**config.mk**
```make
export PLATFORM = sky130hd
export DESIGN_NAME = kernel_fetch
export DESIGN_NICKNAME = d
export VERILOG_FILES = /design/src/rtl/kernel_fetch_pkg.sv /design/src/rtl/kernel_store.sv /design/src/rtl/kernel_expander.sv /design/src/rtl/coef_reader.sv /design/src/rtl/kernel_fetch.sv
export SDC_FILE = /design/constraint.sdc
export NUM_CORES = 1
export LEC_CHECK = 0
export ABC_AREA = 1
export BUFFER_PORTS_ARGS = -buffer_cell sky130_fd_sc_hd__buf_2
export CAP_MARGIN = 20
export CORE_MARGIN = 2
export CORE_UTILIZATION = 35
export DETAILED_ROUTE_END_ITERATION = 12
export GPL_ROUTABILITY_DRIVEN = 1
export PLACE_DENSITY_LB_ADDON = 0.15
export SYNTH_ARGS = -nofsm -noshare
export SYNTH_HDL_FRONTEND = slang
export SYNTH_HIERARCHICAL = 1
export SYNTH_SLANG_ARGS = --single-unit
```
**constraint.sdc**
```tcl
create_clock -name clk -period 7.4 [get_ports clk]
set_clock_uncertainty 0.2 [all_clocks]
set_input_delay 2.22 -clock clk [delete_from_list [all_inputs] [get_ports clk]]
set_output_delay 2.22 -clock clk [all_outputs]
set_load 0.01 [all_outputs]
```
**src/rtl/kernel_fetch_pkg.sv**
```systemverilog
package kernel_fetch_pkg;

  typedef enum logic {
    EXP_IDLE = 1'b0,
    EXP_RUN  = 1'b1
  } exp_state_e;

  // Source half-kernel word for stored word idx: first half direct, rest mirrored.
  function automatic int mirror_src(input int idx, input int half_words);
    int kwords;
    kwords = 2 * half_words - 1;
    if (idx < half_words) return idx;
    return kwords - 1 - idx;
  endfunction

endpackage

```
**src/rtl/kernel_store.sv**
```systemverilog
module kernel_store #(
  parameter int WORD_W = 32,
  parameter int KWORDS = 11,
  parameter int AW     = 4
) (
  input  logic              clk,
  input  logic              rst_n,
  input  logic              we,
  input  logic [AW-1:0]     waddr,
  input  logic [WORD_W-1:0] wdata,
  input  logic [AW-1:0]     raddr,
  output logic [WORD_W-1:0] rdata
);

  logic [WORD_W-1:0] mem [KWORDS];
  logic              addr_ok;

  assign addr_ok = (int'(waddr) < KWORDS);

  always_ff @(posedge clk or negedge rst_n) begin
    if (!rst_n) begin
      for (int i = 0; i < KWORDS; i++) mem[i] <= '0;
    end else if (we && addr_ok) begin
      mem[waddr] <= wdata;
    end
  end

  assign rdata = (int'(raddr) < KWORDS) ? mem[raddr] : '0;

endmodule

```
**src/rtl/kernel_expander.sv**
```systemverilog
module kernel_expander
  import kernel_fetch_pkg::*;
#(
  parameter int WORD_W     = 32,
  parameter int HALF_WORDS = 6,
  parameter int PAY        = 27,
  parameter int KWORDS     = 11,
  parameter int AW         = 4
) (
  input  logic                         clk,
  input  logic                         rst_n,
  input  logic                         start,
  input  logic [HALF_WORDS*WORD_W-1:0] half_in,
  output logic                         busy,
  output logic                         done,
  output logic                         ex_we,
  output logic [AW-1:0]                ex_waddr,
  output logic [WORD_W-1:0]            ex_wdata
);

  localparam logic [WORD_W-1:0] PAY_MASK = WORD_W'((64'(1) << PAY) - 1);

  exp_state_e        state_q;
  logic [AW-1:0]     idx_q;
  logic [WORD_W-1:0] half_q [HALF_WORDS];
  logic              last_word;
  logic              accept;

  assign accept    = start && (state_q == EXP_IDLE);
  assign last_word = (idx_q == AW'(KWORDS - 1));

  always_ff @(posedge clk or negedge rst_n) begin
    if (!rst_n) begin
      state_q <= EXP_IDLE;
      idx_q   <= '0;
      done    <= 1'b0;
      for (int j = 0; j < HALF_WORDS; j++) half_q[j] <= '0;
    end else begin
      done <= 1'b0;
      if (accept) begin
        state_q <= EXP_RUN;
        idx_q   <= '0;
        for (int j = 0; j < HALF_WORDS; j++) half_q[j] <= half_in[j*WORD_W +: WORD_W];
      end else if (state_q == EXP_RUN) begin
        idx_q <= idx_q + 1'b1;
        if (last_word) begin
          state_q <= EXP_IDLE;
          done    <= 1'b1;
        end
      end
    end
  end

  assign busy     = (state_q == EXP_RUN);
  assign ex_we    = busy;
  assign ex_waddr = idx_q;
  assign ex_wdata = half_q[mirror_src(int'(idx_q), HALF_WORDS)] & PAY_MASK;

  // done lasts one cycle
  p_done_pulse_r8: assert property (@(posedge clk) disable iff (!rst_n)
    done |=> !done);
  // done coincides with the end of busy
  p_done_ends_busy_r8: assert property (@(posedge clk) disable iff (!rst_n)
    done |-> (!busy && $past(busy)));
  // an expansion in progress is not cut short or restarted
  p_no_restart_r9: assert property (@(posedge clk) disable iff (!rst_n)
    (busy && !last_word) |=> (busy && idx_q == $past(idx_q) + 1'b1));
  // written words carry zero in the unused top bits
  p_upper_zero_r7: assert property (@(posedge clk) disable iff (!rst_n)
    ex_we |-> ((ex_wdata & ~PAY_MASK) == '0));

endmodule

```
**src/rtl/coef_reader.sv**
```systemverilog
module coef_reader #(
  parameter int WORD_W   = 32,
  parameter int COEF_W   = 9,
  parameter int PER_WORD = 3,
  parameter int KWORDS   = 11,
  parameter int TAPS     = 32,
  parameter int ASC      = 17,
  parameter int AW       = 4,
  parameter int TAP_W    = 5
) (
  input  logic                     clk,
  input  logic                     rst_n,
  input  logic                     rd_en,
  input  logic [TAP_W-1:0]         rd_tap,
  output logic [AW-1:0]            raddr,
  input  logic [WORD_W-1:0]        rdata,
  output logic signed [COEF_W-1:0] coef,
  output logic                     coef_vld
);

  localparam int PAY = PER_WORD * COEF_W;

  function automatic int tap_word(input int t);
    if (t < ASC) return t / PER_WORD;
    return KWORDS - 1 - (TAPS - 1 - t) / PER_WORD;
  endfunction

  function automatic int tap_slot(input int t);
    if (t < ASC) return t % PER_WORD;
    return (TAPS - 1 - t) % PER_WORD;
  endfunction

  logic [COEF_W-1:0] field;
  logic              unused_top;
  int                slot;

  assign raddr      = AW'(tap_word(int'(rd_tap)));
  assign slot       = tap_slot(int'(rd_tap));
  assign field      = rdata[slot*COEF_W +: COEF_W];
  assign unused_top = ^rdata[WORD_W-1:PAY];

  always_ff @(posedge clk or negedge rst_n) begin
    if (!rst_n) begin
      coef     <= '0;
      coef_vld <= 1'b0;
    end else begin
      coef_vld <= rd_en;
      if (rd_en) coef <= $signed(field);
    end
  end

  // a request yields valid data on the next cycle
  p_vld_follows_r4: assert property (@(posedge clk) disable iff (!rst_n)
    rd_en |=> coef_vld);
  // no request, no valid
  p_vld_quiet_r4: assert property (@(posedge clk) disable iff (!rst_n)
    !rd_en |=> !coef_vld);
  // output holds when not requested
  p_coef_hold_r4: assert property (@(posedge clk) disable iff (!rst_n)
    !rd_en |=> $stable(coef));

endmodule

```
**src/rtl/kernel_fetch.sv**
```systemverilog
module kernel_fetch #(
  parameter int WORD_W     = 32,
  parameter int COEF_W     = 9,
  parameter int PER_WORD   = 3,
  parameter int HALF_WORDS = 6,
  localparam int KWORDS    = 2 * HALF_WORDS - 1,
  localparam int ASC       = HALF_WORDS * PER_WORD - 1,
  localparam int TAPS      = ASC + (HALF_WORDS - 1) * PER_WORD,
  localparam int AW        = $clog2(KWORDS),
  localparam int TAP_W     = $clog2(TAPS),
  localparam int PAY       = PER_WORD * COEF_W
) (
  input  logic                         clk,
  input  logic                         rst_n,
  input  logic                         wr_en,
  input  logic [AW-1:0]                wr_addr,
  input  logic [WORD_W-1:0]            wr_data,
  input  logic                         rd_en,
  input  logic [TAP_W-1:0]             rd_tap,
  output logic signed [COEF_W-1:0]     coef,
  output logic                         coef_vld,
  input  logic                         ld_start,
  input  logic [HALF_WORDS*WORD_W-1:0] ld_half,
  output logic                         ld_busy,
  output logic                         ld_done
);

  logic              ex_we;
  logic [AW-1:0]     ex_waddr;
  logic [WORD_W-1:0] ex_wdata;
  logic              st_we;
  logic [AW-1:0]     st_waddr;
  logic [WORD_W-1:0] st_wdata;
  logic [AW-1:0]     rd_word;
  logic [WORD_W-1:0] rd_data;
  logic              host_dropped;

  kernel_expander #(
    .WORD_W(WORD_W), .HALF_WORDS(HALF_WORDS), .PAY(PAY), .KWORDS(KWORDS), .AW(AW)
  ) u_exp (
    .clk(clk), .rst_n(rst_n), .start(ld_start), .half_in(ld_half),
    .busy(ld_busy), .done(ld_done),
    .ex_we(ex_we), .ex_waddr(ex_waddr), .ex_wdata(ex_wdata)
  );

  // Expander owns the write port while it runs; host strobes are dropped.
  assign host_dropped = ld_busy && wr_en;
  assign st_we        = ld_busy ? ex_we    : wr_en;
  assign st_waddr     = ld_busy ? ex_waddr : wr_addr;
  assign st_wdata     = ld_busy ? ex_wdata : wr_data;

  kernel_store #(.WORD_W(WORD_W), .KWORDS(KWORDS), .AW(AW)) u_store (
    .clk(clk), .rst_n(rst_n), .we(st_we), .waddr(st_waddr), .wdata(st_wdata),
    .raddr(rd_word), .rdata(rd_data)
  );

  coef_reader #(
    .WORD_W(WORD_W), .COEF_W(COEF_W), .PER_WORD(PER_WORD), .KWORDS(KWORDS),
    .TAPS(TAPS), .ASC(ASC), .AW(AW), .TAP_W(TAP_W)
  ) u_rd (
    .clk(clk), .rst_n(rst_n), .rd_en(rd_en), .rd_tap(rd_tap),
    .raddr(rd_word), .rdata(rd_data), .coef(coef), .coef_vld(coef_vld)
  );

  // a dropped host write never reaches the store with host data
  p_host_blocked_r9: assert property (@(posedge clk) disable iff (!rst_n)
    host_dropped |-> (st_waddr == ex_waddr && st_wdata == ex_wdata));
  // reads never address beyond the stored kernel
  p_rd_in_range_r6: assert property (@(posedge clk) disable iff (!rst_n)
    int'(rd_word) < KWORDS);

endmodule

```
==> key figures <==
Run status
  – Status: complete, no violations

Route
  – Vias per std cell: 4.88
  – DRT iter0 DRCs: 1893
  – Post-route DRC: 0
  – Final wirelength: 88900 um
  – Per-cell routed wire length: 17.2 um
  – DR vias: 25.3k
  – Post-route ant nets: 0
  – Drt pass-1 iters: 5

Floorplanning
  – Core area: 81700 um^2
  – Full die area: 84500 um^2
  – DIE WIDTH: 291 um
  – Starting Density: 35.2%
  – IO Pins: 250
  – Die Height: 291 um
  – Row cnt: 105

Setup path
  – Slowest CP cell: fa_1
  – Most used cell, CP: nand2_1
  – Kind of end point of the critical path: flip-flop
  – Data arrival time of the critical path: 7.20 ns
  – Crit path largest cell delay: 0.37 ns
  – Crit Reg-Reg Startpoint: u_exp/ex_waddr[0]
  – CP startpoint: rd_tap[3]
  – Crit Path Category: in -> reg
  – Worst Path Max Fanout: 11
  – Req. time, crit path: 7.71 ns
  – Crit start category: input pin

Placed design
  – Port bufs: 219
  – Global placement routability congestion: 0.832
  – DP Wirelength: 59200 um

Global routing
  – Initial antenna violation count: 15
  – Largest net degree at the start of global routing: 148
  – GRT overflow: 0
  – Total GRT Usage: 21.0%
  – Vias in the first global route: 24.3k
  – First-pass GRT wire length: 141000 um

Final layout
  – Fraction of layout cells with a size suffix above 1: 16.2%
  – Commonest non-fill, non-tap cells in the layout: nand2_1, dfrtp_1, o21ai_0, nand3_1, inv_1
  – Leading cell type in the layout, fill and taps excluded: nand2_1
  – Final #Nets: 4308
  – Fin util: 41.4%
  – Layout area overhead: 17.6%

STA
  – Max-slew violations: 0
  – RSZ-0062 raised after global routing: no
  – Max-Slew Margin vs Limit: 31.2%
  – Achievable frequency: 145 MHz
  – Hold Fails Final Rpt: 0
  – Actual slew at the worst max-slew pin: 1.03 ns
  – Final setup violation count: 0
  – Final period utilization: 93.1%
  – Fin crit period: 6.89 ns

Clocking
  – Clock latency on the worst-skew pair: 0.60 ns
  – Clk buf depth: 3
  – Cts hold-fix bufs: 0
  – Htree depth: 3
  – Clock sinks: 530
  – CTS tree: built
  – Cts bufs inserted: 66
  – Clock Root Buffer: clkbuf_16
  – Worst-path clk slew: 0.06 ns

Power and ir drop
  – Peak supply drop: 200 uV
  – Pwr Total: 15900 uW
  – Cell Pwr Density: 470 nW/um^2
  – Leak pwr: 0.0172 uW

Hold path
  – HP Start: u_store/mem[195]
  – Hold crit path type: reg -> reg

Synth
  – Post-synth top area share: 46.1%
  – Synthesized area: 28800 um^2
  – Sequential area share after synthesis: 46.1%
  – Top cells by area, synth: dfrtp_1, nand2_1, o21ai_0
  – Ys Warns: 6
  – Cell taking the most area after synthesis: dfrtp_1
  – Yosys reg bits: 530
  – Syn_area_per_cell: 7.47 um^2
  – Mapped Cells: 3851
  – Unique cell type count in the Yosys netlist: 47

Run
  – Max-cap violations: 0
[synth_stat cells, drive strengths merged]
master   instances
xnor2            1
a21oi           98
clkbuf         100
nand2         1198
a211oi           1
nand3b          11
buf            174
inv            349
dfrtp          530
a32oi            1
o211ai          31
o22ai            1
or2              1
a311oi           1
nand4           67
xor2             7
nor3             5
nor2           300
conb             1
ha              16
a31oi            1
nand3          369
o21a             1
a21boi           1
mux2            81
o2111ai          1
a21o             1
o21ai          498
and2             1
clkinv           3
fa               1
[routing by layer]
metal / part of all wire (%) / vias up / GRT usage (%)
li1: - / 12763 / -
met1: 46 / 11848 / 28.7
met2: 47 / 515 / 34.7
met3: 4.9 / 103 / 3.56
met4: 1.9 / 22 / 5.07
met5: 0.16 / - / 0
[critical path, delay by kind of cell]
family                     cells  cell delay (ns)
buffers and inverters         12             1.01
adders and majority gates      6             1.35
and+or+nand+nor               20             1.88
AOI/OAI and AO/OA              2             0.34
xor gates and xnor gates       2             0.38
[layout make-up]
cell class	count	area (um^2)
Sequential cell	530	13300
Fill cell	8623	47900
Tap cell	1070	1340
Multi-Input combinational cell	2699	12800
Timing Repair Buffer	404	2810
Clock inverter	22	295
Antenna cell	5	12.5
Clock buffer	94	1920
Inverter	352	1340
[power breakdown]
part           total, uW  internal (uW)  switching [uW]
logic               7860           2430            5420
registers           4760           4160             600
clock network       3290           1990            1310
[stage by stage]
step           setup TNS (ns)  instances  hold slack (ns)  instance area (um^2)  setup WS, ns
6_report                    0       5176            0.279                 33800         0.513
5_1_grt                     0       5172            0.299                 33800       0.00192
2_1_floorplan               0       3855            0.248                 28800        0.0353
3_5_place_dp            -1.04       5053            0.267                 31500        -0.175
3_3_place_gp           -0.712       5053            0.260                 31500        -0.135
4_1_cts                     0       5169            0.282                 33700         0.435
[cells by family after synthesis]
logic type | Yosys count | synth area share (%)
DFF | 530 | 46.1
buffers and inverters | 626 | 9.54
other | 1 | 0.0130
muxes | 81 | 3.17
adders and majority gates | 17 | 0.766
xor gates and xnor gates | 8 | 0.270
and+or+nand+nor | 1952 | 28.6
AOI/OAI and AO/OA | 636 | 11.5
[path summary, 6_finish.rpt]
kind | to | cells after the start | slack, ns
max | u_rd/coef[3] | 42 | 0.51
min | u_store/mem[195] | 2 | 0.28
max reg2reg | u_store/mem[291] | 11 | 3.63
min reg2reg | u_store/mem[195] | 2 | 0.28
max in group asynchronous | u_exp/half_q[139] | 2 | 4.13
min in group asynchronous | u_rd/coef[0] | 1 | 1.48
[flip-flops by register name, summed over array words and instances, names as in the netlist]
| name | flops |
|---|---|
| u_exp/done | 1 |
| u_rd/coef_vld | 1 |
| u_exp/half_q | 162 |
| u_store/mem | 352 |
| u_exp/ex_waddr | 4 |
| u_exp/busy | 1 |
| u_rd/coef | 9 |
[what timing repair did]
action                                  4_1_cts  5_1_grt
setup buffers                                 0        1
resized for setup                             0        7
endpoints found under the hold margin         0        0
endpoints found under the setup margin        0        4
Power figures use the tool's default switching activity.
